==> src/rtl/dmac_pkg.sv <==
package dmac_pkg;
  localparam int DW = 32;
  localparam int NUM_SEL = 3;

  // status bit positions
  localparam int ST_RUN    = 15;
  localparam int ST_PAUSE  = 14;
  localparam int ST_FLUSH  = 13;
  localparam int ST_WAKE   = 12;
  localparam int ST_DEAD   = 11;
  localparam int ST_ACTIVE = 10;
  localparam int ST_BT     = 8;
  localparam int MASK_OFS  = 16;

  // word indices in the channel window
  localparam int W_CTRL = 0;
  localparam int W_STAT = 1;
  localparam int W_CPTR = 2;
  localparam int W_SEL0 = 3;

  typedef struct packed {
    logic kill;
    logic stop;
    logic wake_clr;
    logic bt_set;
    logic bt_clr;
  } seq_ev_t;

  typedef struct packed {
    logic [DW-1:0] st;
    logic          flush;
    logic          flush_bit;
  } ctl_res_t;

  function automatic ctl_res_t ctl_merge(input logic [DW-1:0] cur, input logic [DW-1:0] wr);
    ctl_res_t r;
    logic [DW-1:0] n;
    n = cur;
    n[ST_FLUSH] = 1'b0;
    if (wr[MASK_OFS+ST_RUN]) begin
      if (wr[ST_RUN]) n[ST_RUN] = 1'b1;
      else begin
        n[ST_RUN]  = 1'b0;
        n[ST_DEAD] = 1'b0;
      end
    end
    if (wr[MASK_OFS+ST_WAKE] && wr[ST_WAKE] && n[ST_RUN]) n[ST_WAKE] = 1'b1;
    if (wr[MASK_OFS+ST_PAUSE]) n[ST_PAUSE] = wr[ST_PAUSE];
    r.flush_bit = wr[MASK_OFS+ST_FLUSH] & wr[ST_FLUSH];
    r.flush     = r.flush_bit;
    if (n[ST_PAUSE] || !n[ST_RUN]) begin
      n[ST_ACTIVE] = 1'b0;
      r.flush      = 1'b1;
    end else if (wr[MASK_OFS+ST_RUN] || wr[MASK_OFS+ST_PAUSE] ||
                 (wr[MASK_OFS+ST_WAKE] && wr[ST_WAKE])) begin
      n[ST_ACTIVE] = 1'b1;
    end
    r.st = n;
    return r;
  endfunction

  function automatic logic [DW-1:0] apply_seq(input logic [DW-1:0] st, input seq_ev_t ev,
                                               input logic [3:0] dev);
    logic [DW-1:0] n;
    n = st;
    if (ev.kill) begin
      n[ST_DEAD]   = 1'b1;
      n[ST_ACTIVE] = 1'b0;
    end
    if (ev.stop) n[ST_ACTIVE] = 1'b0;
    if (ev.wake_clr) n[ST_WAKE] = 1'b0;
    if (ev.bt_set) n[ST_BT] = 1'b1;
    if (ev.bt_clr) n[ST_BT] = 1'b0;
    n[3:0] = dev;
    return n;
  endfunction
endpackage

==> src/rtl/dmac_bus_decode.sv <==
module dmac_bus_decode #(
  parameter int ADDR_W    = 12,
  parameter int CHAN_ID   = 3,
  parameter int REG_WORDS = 16
) (
  input  logic              bus_valid,
  input  logic              bus_write,
  input  logic [ADDR_W-1:0] bus_addr,
  input  logic [3:0]        bus_be,
  input  logic              flush_busy,
  output logic              bus_ready,
  output logic              wr_ok,
  output logic              rd_hit,
  output logic              rd_ok,
  output logic [$clog2(REG_WORDS)-1:0] word_idx
);
  localparam int IDX_W  = $clog2(REG_WORDS);
  localparam int WIN_W  = IDX_W + 2;
  localparam int CHAN_W = ADDR_W - WIN_W;

  logic sel, full_word;

  assign sel       = (bus_addr[ADDR_W-1:WIN_W] == CHAN_W'(CHAN_ID));
  assign full_word = (bus_be == 4'hF) && (bus_addr[1:0] == 2'b00);
  assign word_idx  = bus_addr[WIN_W-1:2];
  assign bus_ready = !(bus_write && flush_busy);
  assign wr_ok     = bus_valid && bus_write && bus_ready && sel && full_word;
  assign rd_hit    = bus_valid && !bus_write && sel;
  assign rd_ok     = full_word;
endmodule

==> src/rtl/dmac_status_ctl.sv <==
module dmac_status_ctl
  import dmac_pkg::*;
(
  input  logic          clk,
  input  logic          rst_n,
  input  logic          ctl_we,
  input  logic [DW-1:0] ctl_wdata,
  input  seq_ev_t       ev,
  input  logic [3:0]    dev_status,
  input  logic          flush_ack,
  output logic [DW-1:0] status,
  output logic          flush_busy,
  output logic          kick
);
  ctl_res_t      merged;
  logic [DW-1:0] pend;
  logic [DW-1:0] pend_nx;
  logic [DW-1:0] live_nx;
  logic [DW-1:0] wr_nx;

  always_comb begin
    merged  = ctl_merge(status, ctl_wdata);
    pend_nx = apply_seq(pend, ev, dev_status);
    live_nx = apply_seq(status, ev, dev_status);
    wr_nx   = apply_seq(merged.st, ev, dev_status);
  end

  always_ff @(posedge clk) begin
    if (!rst_n) begin
      status     <= '0;
      pend       <= '0;
      flush_busy <= 1'b0;
      kick       <= 1'b0;
    end else begin
      kick <= 1'b0;
      if (flush_busy) begin
        if (flush_ack) begin
          status     <= pend_nx;
          flush_busy <= 1'b0;
          kick       <= pend_nx[ST_ACTIVE];
        end else begin
          status <= live_nx;
          pend   <= pend_nx;
        end
      end else if (ctl_we) begin
        if (merged.flush) begin
          pend       <= wr_nx;
          flush_busy <= 1'b1;
          status     <= live_nx | (DW'(merged.flush_bit) << ST_FLUSH);
        end else begin
          status <= wr_nx;
          kick   <= wr_nx[ST_ACTIVE];
        end
      end else begin
        status <= live_nx;
      end
    end
  end
endmodule

==> src/rtl/dmac_cmd_regs.sv <==
module dmac_cmd_regs
  import dmac_pkg::*;
#(
  parameter int IDX_W = 4
) (
  input  logic                      clk,
  input  logic                      rst_n,
  input  logic                      wr_ok,
  input  logic [IDX_W-1:0]          word_idx,
  input  logic [DW-1:0]             wdata,
  input  logic                      chan_active,
  input  logic                      seq_ptr_we,
  input  logic [DW-1:0]             seq_ptr,
  output logic [DW-1:0]             cmd_ptr,
  output logic                      fetch_req,
  output logic [NUM_SEL-1:0][DW-1:0] sel_q
);
  localparam logic [3:0] ALIGN_MASK = 4'h0;
  logic ptr_wr;

  assign ptr_wr = wr_ok && (word_idx == IDX_W'(W_CPTR)) && !chan_active;

  always_ff @(posedge clk) begin
    if (!rst_n) begin
      cmd_ptr   <= '0;
      fetch_req <= 1'b0;
    end else begin
      fetch_req <= ptr_wr;
      if (ptr_wr) cmd_ptr <= {wdata[DW-1:4], ALIGN_MASK};
      else if (seq_ptr_we) cmd_ptr <= {seq_ptr[DW-1:4], ALIGN_MASK};
    end
  end

  for (genvar i = 0; i < NUM_SEL; i++) begin : g_sel
    always_ff @(posedge clk) begin
      if (!rst_n) sel_q[i] <= '0;
      else if (wr_ok && (word_idx == IDX_W'(W_SEL0 + i))) sel_q[i] <= wdata;
    end
  end
endmodule

==> src/rtl/dmac_chan_regs.sv <==
module dmac_chan_regs
  import dmac_pkg::*;
#(
  parameter int ADDR_W    = 12,
  parameter int CHAN_ID   = 3,
  parameter int REG_WORDS = 16
) (
  input  logic              clk,
  input  logic              rst_n,
  input  logic              bus_valid,
  input  logic              bus_write,
  input  logic [ADDR_W-1:0] bus_addr,
  input  logic [3:0]        bus_be,
  input  logic [31:0]       bus_wdata,
  output logic              bus_ready,
  output logic              rd_valid,
  output logic [31:0]       rd_data,
  input  logic [3:0]        dev_status,
  input  logic              seq_kill,
  input  logic              seq_stop,
  input  logic              seq_wake_clr,
  input  logic              seq_bt_set,
  input  logic              seq_bt_clr,
  input  logic              seq_ptr_we,
  input  logic [31:0]       seq_ptr,
  output logic              flush_req,
  input  logic              flush_ack,
  output logic              kick,
  output logic              fetch_req,
  output logic [31:0]       status_out,
  output logic [31:0]       cmd_ptr,
  output logic [31:0]       intr_sel,
  output logic [31:0]       branch_sel,
  output logic [31:0]       wait_sel
);
  localparam int IDX_W = $clog2(REG_WORDS);

  logic                       wr_ok, rd_hit, rd_ok, flush_busy;
  logic [IDX_W-1:0]           word_idx;
  logic [NUM_SEL-1:0][DW-1:0] sel_q;
  logic [DW-1:0]              rd_mux;
  seq_ev_t                    ev;

  assign ev = '{kill: seq_kill, stop: seq_stop, wake_clr: seq_wake_clr,
                bt_set: seq_bt_set, bt_clr: seq_bt_clr};

  dmac_bus_decode #(.ADDR_W(ADDR_W), .CHAN_ID(CHAN_ID), .REG_WORDS(REG_WORDS)) u_dec (
    .bus_valid (bus_valid),
    .bus_write (bus_write),
    .bus_addr  (bus_addr),
    .bus_be    (bus_be),
    .flush_busy(flush_busy),
    .bus_ready (bus_ready),
    .wr_ok     (wr_ok),
    .rd_hit    (rd_hit),
    .rd_ok     (rd_ok),
    .word_idx  (word_idx)
  );

  dmac_status_ctl u_stat (
    .clk       (clk),
    .rst_n     (rst_n),
    .ctl_we    (wr_ok && (word_idx == IDX_W'(W_CTRL))),
    .ctl_wdata (bus_wdata),
    .ev        (ev),
    .dev_status(dev_status),
    .flush_ack (flush_ack),
    .status    (status_out),
    .flush_busy(flush_busy),
    .kick      (kick)
  );

  dmac_cmd_regs #(.IDX_W(IDX_W)) u_cmd (
    .clk        (clk),
    .rst_n      (rst_n),
    .wr_ok      (wr_ok),
    .word_idx   (word_idx),
    .wdata      (bus_wdata),
    .chan_active(status_out[ST_ACTIVE]),
    .seq_ptr_we (seq_ptr_we),
    .seq_ptr    (seq_ptr),
    .cmd_ptr    (cmd_ptr),
    .fetch_req  (fetch_req),
    .sel_q      (sel_q)
  );

  assign flush_req  = flush_busy;
  assign intr_sel   = sel_q[0];
  assign branch_sel = sel_q[1];
  assign wait_sel   = sel_q[2];

  always_comb begin
    rd_mux = '0;
    if (word_idx == IDX_W'(W_CTRL) || word_idx == IDX_W'(W_STAT)) rd_mux = status_out;
    else if (word_idx == IDX_W'(W_CPTR)) rd_mux = cmd_ptr;
    else begin
      for (int i = 0; i < NUM_SEL; i++)
        if (word_idx == IDX_W'(W_SEL0 + i)) rd_mux = sel_q[i];
    end
  end

  always_ff @(posedge clk) begin
    if (!rst_n) begin
      rd_valid <= 1'b0;
      rd_data  <= '0;
    end else begin
      rd_valid <= rd_hit;
      rd_data  <= (rd_hit && rd_ok) ? rd_mux : '0;
    end
  end
endmodule

==> config.mk <==
export PLATFORM = sky130hd
export DESIGN_NAME = dmac_chan_regs
export DESIGN_NICKNAME = d
export VERILOG_FILES = /design/src/rtl/dmac_pkg.sv /design/src/rtl/dmac_bus_decode.sv /design/src/rtl/dmac_status_ctl.sv /design/src/rtl/dmac_cmd_regs.sv /design/src/rtl/dmac_chan_regs.sv
export SDC_FILE = /design/constraint.sdc
export NUM_CORES = 1
export LEC_CHECK = 0
export BUFFER_PORTS_ARGS = -buffer_cell sky130_fd_sc_hd__buf_4
export CAP_MARGIN = 15
export CORE_ASPECT_RATIO = 0.9
export CORE_MARGIN = 2
export CORE_UTILIZATION = 31
export DETAILED_ROUTE_END_ITERATION = 12
export HOLD_SLACK_MARGIN = 0.12
export MAX_ROUTING_LAYER = met4
export SLEW_MARGIN = 20
export SYNTH_ARGS = -nofsm -noshare
export SYNTH_HDL_FRONTEND = slang
export SYNTH_SLANG_ARGS = --single-unit
==> constraint.sdc <==
create_clock -name clk -period 7.63 [get_ports clk]
set_input_delay 1.1445 -clock clk [delete_from_list [all_inputs] [get_ports clk]]
set_output_delay 1.1445 -clock clk [all_outputs]
set_load 0.01 [all_outputs]
Word-level counts from Yosys, hierarchy flattened
Cells that the tools add are included.
{ "word_totals": {"regBits": 224, "in_bits": 95, "output_inout_bits": 197} }
{ "classes": {"eq_ne": 9, "n_mux": 45, "bitwise": 3, "reduce_logical": 35} }
{ "op_table": {"columns": ["op", "count"], "rows": [
  ["2-to-1 mux 32 bit", 14],
  ["OR 32 x 14 -> 32 bit", 1],
  ["2-to-1 mux 1 bit", 27],
  ["logical AND 1 bit", 17],
  ["2-to-1 mux 13 bit", 1],
  ["AND reduction 3 bit", 3],
  ["== test 4 x 2 -> 1 bit, second input constant", 2],
  ["== test 4 x 3 -> 1 bit, second input constant", 2],
  ["== test 6 x 2 -> 1 bit, second input constant", 1],
  ["2-to-1 mux 2 bit", 3],
  ["nonzero test 2 bit", 3],
  ["== test 4 x 1 -> 1 bit, second input constant", 1],
  ["== test 4 bit, second input constant", 1],
  ["logical NOT 1 bit", 4],
  ["logical NOT 4 bit", 1],
  ["logical OR 1 bit", 4],
  ["inequality test 2 bit, second input constant", 2],
  ["AND reduction 2 bit", 2],
  ["logical NOT 2 bit", 1],
  ["bitwise AND 1 bit", 1],
  ["inverter 1 bit", 1]
]} }

Depth between registers and ports, before layout
{ "depth": {"word_depth": 10, "mapped_depth": 8} }

By module
From an unflattened synthesis, not the netlist that was laid out.
{ "unflattened": {"cells_unflattened": 1104, "area_unflattened_um2": 10097.2} }
{ "by_module_without_submodules": {"columns": ["mod", "instances", "cells_per_inst", "area_each_um2"], "rows": [
  ["dmac_cmd_regs", 1, 482, 4897.2],
  ["dmac_chan_regs", 1, 332, 2757.6],
  ["dmac_status_ctl", 1, 278, 2349.8],
  ["dmac_bus_decode", 1, 12, 92.6]
]} }

Least setup slack after synthesis
No wires, ideal clock.
{ "synth_path": {"kind": "input to register", "start": "in bus_addr[9]", "end": "reg u_cmd.cmd_ptr[13]", "setup_ns": 0.146, "arrival_time_ns": 3.058, "setup_slack_ns": 4.425, "stages": 8, "path_cell_list": "or3b_1 > or4_1 > buf_2 > or3_1 > buf_2 > buf_2 > nor2_1 > a211oi_2"} }
{ "synth_between": {"elab_chain_len": 6, "elab_cells_between_ends": 7, "classes_between": "eq/ne: 1; mux: 1; reduce/logical: 5"} }
{ "synth_rtl": {"columns": ["item", "line_no", "text"], "rows": [
  ["start: declaration", "dmac_chan_regs.sv:12", "input logic [ADDR_W-1:0] bus_addr,"],
  ["== test 6 x 2 -> 1 bit (*)", "dmac_bus_decode.sv:23", "assign sel = (bus_addr[ADDR_W-1:WIN_W] == CHAN_W'(CHAN_ID));"],
  ["logical AND 1 bit (*) (2 in series)", "dmac_bus_decode.sv:27", "assign wr_ok = bus_valid && bus_write && bus_ready && sel && full_word;"],
  ["logical AND 1 bit (*) (2 in series)", "dmac_cmd_regs.sv:21", "assign ptr_wr = wr_ok && (word_idx == IDX_W'(W_CPTR)) && !chan_active;"],
  ["2-to-1 mux 32 bit or nonzero test 2 bit (tied branches)", null, null],
  ["end signal: assignment", "dmac_cmd_regs.sv:29", "if (ptr_wr) cmd_ptr <= {wdata[DW-1:4], ALIGN_MASK};"],
  ["end signal: assignment", "dmac_cmd_regs.sv:30", "else if (seq_ptr_we) cmd_ptr <= {seq_ptr[DW-1:4], ALIGN_MASK};"],
  ["end: declaration", "dmac_cmd_regs.sv:14", "output logic [DW-1:0] cmd_ptr,"]
]} }
Every way passes the cells marked *; elsewhere a longest branch is shown, timed or not.
A chain may end at the register's enable or synchronous reset.

Worst setup path in the final report
{ "layout_path": {"start": "in bus_addr[2]", "end": "reg u_cmd.sel_q[37] (netlist name)"} }
{ "layout_between": {"elab_chain_len": 2} }
{ "layout_rtl": {"columns": ["item", "line_no", "text"], "rows": [
  ["== test 4 x 3 -> 1 bit", "dmac_cmd_regs.sv:37", "else if (wr_ok && (word_idx == IDX_W'(W_SEL0 + i))) sel_q[i] <= wdata;"],
  ["logical AND 1 bit", "dmac_cmd_regs.sv:37", null],
  ["end signal: indexed assignment", "dmac_cmd_regs.sv:37", null],
  ["end: declaration", "dmac_cmd_regs.sv:16", "output logic [NUM_SEL-1:0][DW-1:0] sel_q"]
]} }
No other way between the ends.

==> results.txt <==
status = completed
met2 Resource Use GR = 35.1%
Starting Density = 31.3%
placer congestion estimate = 0.803
top_reg_cell synth = dfxtp_1
FF-to-FF path depth = 6
Port Buf Inserts = 283
Finished Layout Cells = 1650
clock slew at reported path FFs = 0.06 ns
crit path launch type = input pin
Int Power = 1.94 mW
Synth cell types = 47
peak supply drop = 0.124 mV
Power Total = 2.54 mW
# setup viols final = 0
finished layout cell area = 0.0119 sq mm
root buffer cell = clkbuf_16
Clock Sink Count = 219
DP Wirelength = 22.6 mm
DR iter-0 viols = 844
RR Startpoint = u_stat.flush_busy$_SDFF_PN0_
most frequent cells in the layout = nand2_1, buf_4, dfxtp_1
largest net degree at the start of global routing = 104
CTS tree = done
Psw = 0.601 mW
CTS Hold Buffers Added = 0
antenna violations before repair = 0
crit path from = bus_addr[2]
Mapped Avg Cell Area = 8.38 sq um
Slew Limit Fails = 0
drt wl/cell = 21.1 um
Die H = 163 um
Syn. warnings = 0
TritonCTS Buffers = 25
CP Data Required Time = 7.99 ns
Cell Count Post-Placement = 1604
Area growth syn-to-layout = 36.6%
crit path kind = in -> reg
layout cell share with drive strength beyond 1 = 28.8%
RSZ-0062 raised after global routing = false
Skew-Pair Late Insertion Delay = 0.53 ns
Post-CTS Setup Bufs = 0
most common cell after layout, fill and taps aside = nand2_1
Cells after Synth = 1037
Rows = 58
reg-to-reg endpoint = u_cmd.cmd_ptr[27]$_SDFFE_PN0P_
CP Capture Point = u_cmd.sel_q[37]$_SDFFE_PN0P_
Final Cycle Share = 43.4%
Post-CTS Resized = 0
Clk pwr share = 48.3%
CTS max path bufs = 3
total wire length = 34.8 mm
dpl cell area = 0.0110 sq mm
num ports = 292
top cell type's share of synthesized area = 50.5%
HP Class = reg -> reg
hold slack = 0.446 ns
Layout Utilization = 42.8%
setup TNS = 0 ns
core box area = 0.0277 sq mm
R2R Setup Slk = 4.63 ns
relative slew slack = 24.9%
leakage = 4.59 nW
Die Area = 0.0294 sq mm
# DRC = 0
global-route wire length before repair = 51.5 mm
Logic pwr share = 5.9%
post-DR vias/cell = 5.23
pwr dens = 214 mW/mm^2
Yosys top cell by area = dfxtp_1
Fin. Hold Viols = 0
Max H-tree Level = 1
Crit Path Max Fanout = 32
Max Fclk = 302 MHz
post-synthesis instance area = 0.00869 sq mm
#FFs+latches synth = 219
Worst Tran Pin Value = 1.12 ns
top post-synthesis cells by area = dfxtp_1, nand2_1, a21oi_1
critical path arrival = 3.67 ns
first-pass detailed-route iteration total = 7
pre-CTS setup slack = 3.85 ns
number of global-route vias before repair = 8046
M3 GR Usage = 4.34%
Setup crit end kind = flip-flop
Worst Clk Skew = 0.0207 ns
# diodes = 0
Async S/R FF share, synth = 0%
final worst path period need = 3.31 ns
Post-synth EDFFs = 0
chip width = 180 um
GRT Total Usage = 23.3%
Vias = 8628
Sw Share = 23.7%
Flop pwr share = 45.8%
GR peak layer = met2
Nets = 1366
number of fill cells = 2768
register area share after synthesis = 50.5%
GRT overflow = 0
ANT nets after route = 0
met1 Track Usage GR = 31.9%
Max Cap Violations = 0
post-route setup slack = 4.32 ns
## cell usage after synthesis (all sizes together), types with 2 or more instances
cell / n
clkbuf: 66
nand3: 9
nor2: 35
nor2b: 7
a2111oi: 2
buf: 24
or4b: 2
or4: 2
a31oi: 6
nor3: 3
inv: 3
and3b: 2
a22o: 25
a22oi: 4
dfxtp: 219
a2bb2oi: 2
or3: 5
and2: 7
nand4: 2
a211oi: 33
a222oi: 29
a21oi: 173
mux2i: 29
nand2: 321
and3: 2
nand3b: 2
nand2b: 5
o21ai: 5
## registers in the layout, indices dropped and copies added (netlist names)
| signal | flops |
|---|---|
| u_cmd.cmd_ptr | 28 |
| rd_data | 32 |
| u_cmd.fetch_req | 1 |
| u_cmd.sel_q | 96 |
| u_stat.status | 32 |
| rd_valid | 1 |
| u_stat.kick | 1 |
| u_stat.flush_busy | 1 |
| u_stat.pend | 27 |
## power by group through the flow
stage	Clock, mW	Combinational [mW]	Sequential (mW)
6_report	1.23	0.150	1.16
4_1_cts	1.24	0.150	1.16
5_1_grt	1.30	0.160	1.16
3_3_place_gp	0	0.148	1.19
3_5_place_dp	0	0.150	1.19
2_1_floorplan	0	0.0567	1.19
## worst max-delay path, cell delays in order
cell     delay, ns
buf_4         0.17
nor3b_4       0.18
nor2b_1       0.81
nand3_2       0.94
nand2_1       0.31
a21oi_1       0.10
## layout make-up
type / instances / area [sq um] / share of cell area (%)
multi-input cells: 728 / 3980 / 33.5
well taps: 360 / 450 / 3.80
clock inverters: 13 / 126 / 1.06
flip-flops and latches: 219 / 4380 / 36.9
inverters: 3 / 16.3 / 0.137
clock buffers: 33 / 706 / 5.95
repair buffers: 294 / 2210 / 18.6
## metal layers
metal	vias to the layer above	share of wire [%]
met4	0	2.6
met2	352	45
met3	50	7.6
li1	4053	-
met1	4173	45
met5	-	0
## cells by family after synthesis
logic type      after synthesis  share of synthesized area, %
mux                          30                          3.47
simple gates                411                          19.6
buf+inv                      93                          4.68
flops                       219                          50.5
other cells                   1                        0.0432
compound gates              283                          21.7
## worst min path at each step
stage,startpoint,to,slack (ns),depth (start not counted)
final,u_stat.pend[17]$_SDFFE_PN0P_,u_stat.status[17]$_SDFFE_PN0P_,0.45,2
after global routing,u_stat.pend[6]$_SDFFE_PN0P_,u_stat.status[6]$_SDFFE_PN0P_,0.47,2
after CTS,u_stat.pend[17]$_SDFFE_PN0P_,u_stat.status[17]$_SDFFE_PN0P_,0.45,2
after detailed placement,u_stat.pend[25]$_SDFFE_PN0P_,u_stat.status[25]$_SDFFE_PN0P_,0.44,2
after global placement,u_stat.pend[29]$_SDFFE_PN0P_,u_stat.status[29]$_SDFFE_PN0P_,0.44,2
after floorplan,u_stat.pend[16]$_SDFFE_PN0P_,u_stat.pend[16]$_SDFFE_PN0P_,0.43,2
(Power assumes the default switching activity.)
